## config.mk

```make
export PLATFORM = sky130hd
export DESIGN_NAME = bus_addr_recog
export DESIGN_NICKNAME = d
export VERILOG_FILES = /design/src/rtl/bar_pkg.sv /design/src/rtl/bar_addr_match.sv /design/src/rtl/bar_sel_decode.sv /design/src/rtl/bar_devnum_drive.sv /design/src/rtl/bus_addr_recog.sv
export SDC_FILE = /design/constraint.sdc
export NUM_CORES = 1
export LEC_CHECK = 0
export ABC_AREA = 1
export BUFFER_PORTS_ARGS = -buffer_cell sky130_fd_sc_hd__buf_2
export CAP_MARGIN = 40
export CORE_MARGIN = 3
export CORE_UTILIZATION = 34
export DETAILED_ROUTE_END_ITERATION = 7
export GPL_ROUTABILITY_DRIVEN = 1
export PLACE_DENSITY = 0.86
export SKIP_LAST_GASP = 1
export SLEW_MARGIN = 10
export SYNTH_ARGS = -nofsm -noshare
export SYNTH_HDL_FRONTEND = slang
export SYNTH_HIERARCHICAL = 1
export SYNTH_SLANG_ARGS = --single-unit
```

## constraint.sdc

```tcl
create_clock -name clk -period 0.83 [get_ports clk]
set_input_delay 0.0415 -clock clk [delete_from_list [all_inputs] [get_ports clk]]
set_output_delay 0.0415 -clock clk [all_outputs]
set_load 0.01 [all_outputs]
```

## src/rtl/bar_pkg.sv

```systemverilog
package bar_pkg;
   // Number of low address bits that pick a register, and number of selects
   localparam int SEL_W   = 3;
   localparam int NUM_SEL = 3;
   // Select indices
   localparam int SEL_CTRL = 0;
   localparam int SEL_STAT = 1;
   localparam int SEL_DATA = 2;
   // Codes for bits {3,2,1}, packed with index 0 in the least significant slice
   localparam logic [NUM_SEL*SEL_W-1:0] SEL_CODES = {3'b100, 3'b000, 3'b011};
   // Output polarity per select: 1 = active-high
   localparam logic [NUM_SEL-1:0] SEL_POL = 3'b100;
endpackage

```

## src/rtl/bar_addr_match.sv

```systemverilog
module bar_addr_match #(
   parameter int ADDR_W     = 15,
   parameter int DEV_LO     = 4,
   parameter int DEV_W      = 8,
   parameter bit HOLD_MATCH = 1'b1
) (
   input  logic              clk,
   input  logic              rst_n,
   input  logic              strobe,
   input  logic [ADDR_W:1]   addr,
   input  logic [DEV_W-1:0]  dev_num,
   output logic              match
);
   localparam int UP_LO = DEV_LO + DEV_W;

   initial begin
      geom_ok_chk: assert (UP_LO <= ADDR_W && DEV_LO >= 2)
         else $error("address fields do not fit");
   end

   logic dev_eq, upper_ok, hit, match_d;

   assign dev_eq   = (addr[UP_LO-1:DEV_LO] == dev_num);
   assign upper_ok = &addr[ADDR_W:UP_LO];
   assign hit      = dev_eq & upper_ok;

   generate
      if (HOLD_MATCH) begin : g_hold
         assign match_d = strobe & (match | hit);
      end else begin : g_track
         assign match_d = strobe & hit;
      end
   endgenerate

   always_ff @(posedge clk or negedge rst_n) begin
      if (!rst_n) match <= 1'b0;
      else        match <= match_d;
   end


   match_set_chk: assert property (@(posedge clk) disable iff (!rst_n)
      (strobe && hit) |=> match);

   match_clr_chk: assert property (@(posedge clk) disable iff (!rst_n)
      !strobe |=> !match);
endmodule

```

## src/rtl/bar_sel_decode.sv

```systemverilog
module bar_sel_decode
   import bar_pkg::*;
(
   input  logic             match,
   input  logic [SEL_W:1]   low_bits,
   output logic [NUM_SEL-1:0] sel_out
);
   initial begin
      codes_unique_chk: assert (SEL_CODES[0 +: SEL_W] != SEL_CODES[SEL_W +: SEL_W]
                             && SEL_CODES[0 +: SEL_W] != SEL_CODES[2*SEL_W +: SEL_W]
                             && SEL_CODES[SEL_W +: SEL_W] != SEL_CODES[2*SEL_W +: SEL_W])
         else $error("select codes overlap");
   end

   generate
      for (genvar i = 0; i < NUM_SEL; i++) begin : g_sel
         logic hit_i;
         assign hit_i = match & (low_bits == SEL_CODES[i*SEL_W +: SEL_W]);
         if (SEL_POL[i]) begin : g_hi
            assign sel_out[i] = hit_i;
         end else begin : g_lo
            assign sel_out[i] = ~hit_i;
         end
      end
   endgenerate
endmodule

```

## src/rtl/bar_devnum_drive.sv

```systemverilog
module bar_devnum_drive #(
   parameter int DATA_W = 16,
   parameter int DEV_LO = 4,
   parameter int DEV_W  = 8
) (
   input  logic              acc_req,
   input  logic [DEV_W-1:0]  dev_num,
   output logic [DATA_W-1:0] data,
   output logic              data_en
);
   initial begin
      width_ok_chk: assert (DEV_LO + DEV_W <= DATA_W)
         else $error("device number does not fit the data bus");
   end

   logic [DATA_W-1:0] placed;
   assign placed  = DATA_W'(dev_num) << DEV_LO;
   assign data    = acc_req ? placed : '0;
   assign data_en = acc_req;
endmodule

```

## src/rtl/bus_addr_recog.sv

```systemverilog
module bus_addr_recog
   import bar_pkg::*;
#(
   parameter int ADDR_W = 15,
   parameter int DEV_W  = 8,
   parameter int DATA_W = 16
) (
   input  logic              clk,
   input  logic              rst_n,
   input  logic              bus_strobe,
   input  logic [ADDR_W:1]   addr_n,
   input  logic [DEV_W-1:0]  dev_jmp,
   input  logic              acc_req,
   output logic              match,
   output logic              ctrl_sel_n,
   output logic              stat_sel_n,
   output logic              data_sel,
   output logic [DATA_W-1:0] dev_data,
   output logic              dev_data_en
);
   localparam int DEV_LO = SEL_W + 1;

   logic [ADDR_W:1]    addr_hi;
   logic [NUM_SEL-1:0] sel_vec;

   assign addr_hi = ~addr_n;

   bar_addr_match #(
      .ADDR_W(ADDR_W), .DEV_LO(DEV_LO), .DEV_W(DEV_W), .HOLD_MATCH(1'b1)
   ) match_i (
      .clk(clk), .rst_n(rst_n), .strobe(bus_strobe),
      .addr(addr_hi), .dev_num(dev_jmp), .match(match)
   );

   bar_sel_decode dec_i (
      .match(match), .low_bits(addr_hi[SEL_W:1]), .sel_out(sel_vec)
   );

   assign ctrl_sel_n = sel_vec[SEL_CTRL];
   assign stat_sel_n = sel_vec[SEL_STAT];
   assign data_sel   = sel_vec[SEL_DATA];

   bar_devnum_drive #(
      .DATA_W(DATA_W), .DEV_LO(DEV_LO), .DEV_W(DEV_W)
   ) drv_i (
      .acc_req(acc_req), .dev_num(dev_jmp), .data(dev_data), .data_en(dev_data_en)
   );


   one_sel_chk: assert property (@(posedge clk) disable iff (!rst_n)
      $countones({~ctrl_sel_n, ~stat_sel_n, data_sel}) <= 1);

   sel_needs_match_chk: assert property (@(posedge clk) disable iff (!rst_n)
      (!ctrl_sel_n || !stat_sel_n || data_sel) |-> match);

   match_rise_chk: assert property (@(posedge clk) disable iff (!rst_n)
      $rose(match) |-> $past(bus_strobe));
endmodule

```

==> results.md <==
- Outcome: completed
- YS warnings: 6
- Final Hold Vio Count: 0
- Count leader, synth: inv_1
- Synth-to-Final Area Change: 44.1%
- Vias in the first global route: 470
- Max stage delay on crit path: between 0.1 and 0.15 ns
- CTS clk-pin slew, worst paths: 0 ns
- Avg Cell Area, Syn: between 4 and 5 µm²
- Worst Hold Class: input pin to flip-flop
- Initial Utilization: between 30 and 40%
- Post-synthesis mux area share: 0%
- Total chip power: between 0.0002 and 0.0003 W
- Final wirelength: ~1200 µm
- Net Sw Power: between 0.0001 and 0.00015 W
- CP max stage cell: a21oi_1
- Seq/Total Area, Yosys: under 10%
- Dpl hpwl: 982 µm
- Critical Path RT: approximately 0.75 ns
- Post-synth EDFFs: 0
- Final setup violation count: 0
- Placed cells: 151
- Core Region: 1170 µm²
- First-pass GRT wire length: about 1600 µm
- Worst-Skew Late Latency: 0 ns
- Top-area cell type share of the netlist area: roughly 34%
- Leak pwr: 0.547 nW
- DR iter-0 viols: 1
- Top cells by area, synth: inv_1, nand2_1, buf_4, nor2_1, dfrtp_1
- Wire per inst: between 7 and 8 µm
- Fillers: about 130
- Nature of the critical path endpoint: flip-flop
- P per Cell Area: roughly 440 nW/µm²
- Post-synth top flop: dfrtp_1
- Setup crit start kind: input pin
- Final min period: ~0.75 ns
- Vias per std cell: between 3 and 4
- CP Data Arrival Time: approximately 0.67 ns
- Async set-or-reset flop fraction in the synthesized netlist: 100%
- Layout cell share with drive strength beyond 1: a little over a third
- Synth Area in Compound Gates: between 1 and 1.5%
- Crit path buf inv count: 2
- Unique masters post-synth: 11
- Largest family of logic cells by synthesized area: buffers and inverters
- Sw Share: between 40% and 50%
- Ant diodes: 0
- Largest net degree at the start of global routing: 10
- Total Routing Usage GR: between 10% and 20%
- Max cap viols: 0
- Crit-path leading delay family: simple AND/OR/NAND/NOR gates
- Drt first pass iters: 2
- Pint: around 0.00016 W
- Drc violations: 0
- Top cell by count, worst path: nand2_1
- Most flops, register: match_i/match
- Comb power frac: between 80% and 90%
- Synth top cells by count: inv_1, nand2_1, nor2_1
- IO Pins: 48
- Non-Filler Instances: around 150
- IR drop worst, VDD: roughly 0.17 mV
- Crit-path max FO: 1
- Xor and xnor area share after synthesis: just under 2%
- Nets: roughly 170
- Global route overflow: 0
- Post-synthesis adder-cell area fraction: 0%
- Gpl congestion: 0.649
- Initial antenna violation count: 0
- Seq pwr share: 17.2%
- WS Path Type: input pin to flip-flop
- R2r setup slk: approximately 0.10 ns
- FP Rows: 12
- Clock power frac: 0%
- Crit path cell chain: buf_6 -> inv_2 -> nand2_1 -> nor2_1 -> nand2_1 -> nor2_2 -> nand4_1 -> a21oi_1
- Number of synthesized register bits: 1
- Die area: approximately 1800 µm²
- Die height: 42.6 µm
- Period utilization: between 90% and 100%
- Max FFs per register: 1
- Die width: 42.6 µm
- Via count: about 600
- Simple-gate portion of the synthesized area: between 30% and 40%
- Port Buffer Count: 39
- Mapped Cells: a little over 100
- Final ANT Viol Nets: 0
- Cell taking the most area after synthesis: inv_1
- F_max: between 1000 and 1500 MHz
- Final Max Slew Viols: 0
- Largest regs: match_i/match x1
- Worst clock skew: 0 ns
- Cell Area, Synth: between 400 and 500 µm²
- RSZ-0062 raised after global routing: true
==> cells by family (layout without fill, tap and decap cells) <==
logic type / after synthesis / after routing
buffers and inverters: 52 / 82
AND/OR/NAND/NOR: 46 / 46
other: 1 / 8
AO/OA/AOI/OAI: 1 / 1
XOR/XNOR: 1 / 1
flip-flops: 1 / 1
==> path summary, 6_finish.rpt <==
kind / start / endpoint / depth (start not counted)
setup / recovery: addr_n[15] / match_i/match$_DFF_PN0_ / 8
hold / removal: bus_strobe / match_i/match$_DFF_PN0_ / 3
setup reg to reg: match_i/match$_DFF_PN0_ / match_i/match$_DFF_PN0_ / 3
hold reg to reg: match_i/match$_DFF_PN0_ / match_i/match$_DFF_PN0_ / 3
max in group asynchronous: rst_n / match_i/match$_DFF_PN0_ / 2
min in group asynchronous: rst_n / match_i/match$_DFF_PN0_ / 2
==> what timing repair did <==
item	CTS	global route
hold buffers	1	0
resized for setup	0	11
setup endpoints to repair	0	3
setup buffers	0	1
endpoints found under the hold margin	1	0
==> layer usage <==
metal	part of all wire, %	GRT usage (%)	up-vias
met3	11	0.429	0
met5	0	0	-
met1	33	9.80	240
met4	0	0	0
li1	-	-	322
met2	56	24.6	30
==> cell usage in the layout, fill, tap and decap left out, types with 3 or more instances in the layout <==
cell type  instances
buf_2             36
buf_6              3
conb_1             8
inv_1             35
inv_2              6
nand2_1           33
nor2_1             9
nor2_2             3
==> power by group through the flow <==
stage	clock, W	combinational, W	sequential [W]
2_1_floorplan	0	0.000152	0.0000497
3_3_place_gp	0	0.000211	0.0000497
3_5_place_dp	0	0.000220	0.0000497
4_1_cts	0	0.000224	0.0000497
5_1_grt	0	0.000271	0.0000497
6_report	0	0.000240	0.0000497
==> worst min-delay path: stages <==
cell and delay (ns):
buf_2 0.09, inv_1 0.04, a21oi_1 0.03
==> metrics by stage <==
stage	area (µm²)	util (%)	hold WS, ns	setup TNS, ns	setup WS (ns)
2_1_floorplan	480	-	-0.254	0	0.120
3_3_place_gp	613	52.4	-0.184	0	0.0840
3_5_place_dp	613	52.4	-0.183	0	0.0681
4_1_cts	623	53.2	0.262	0	0.0660
5_1_grt	654	55.9	0.275	-0.0159	-0.0159
6_report	654	55.9	0.257	0	0.0812
==> final cells by class <==
cell class	count	area, µm²	area share, %
multi-input cells	56	226	34.6
repair buffers	41	231	35.4
flip-flops and latches	1	25.0	3.82
well taps	14	17.5	2.68
inverters	41	154	23.5
No activity file was read; power rests on OpenSTA's default activity.
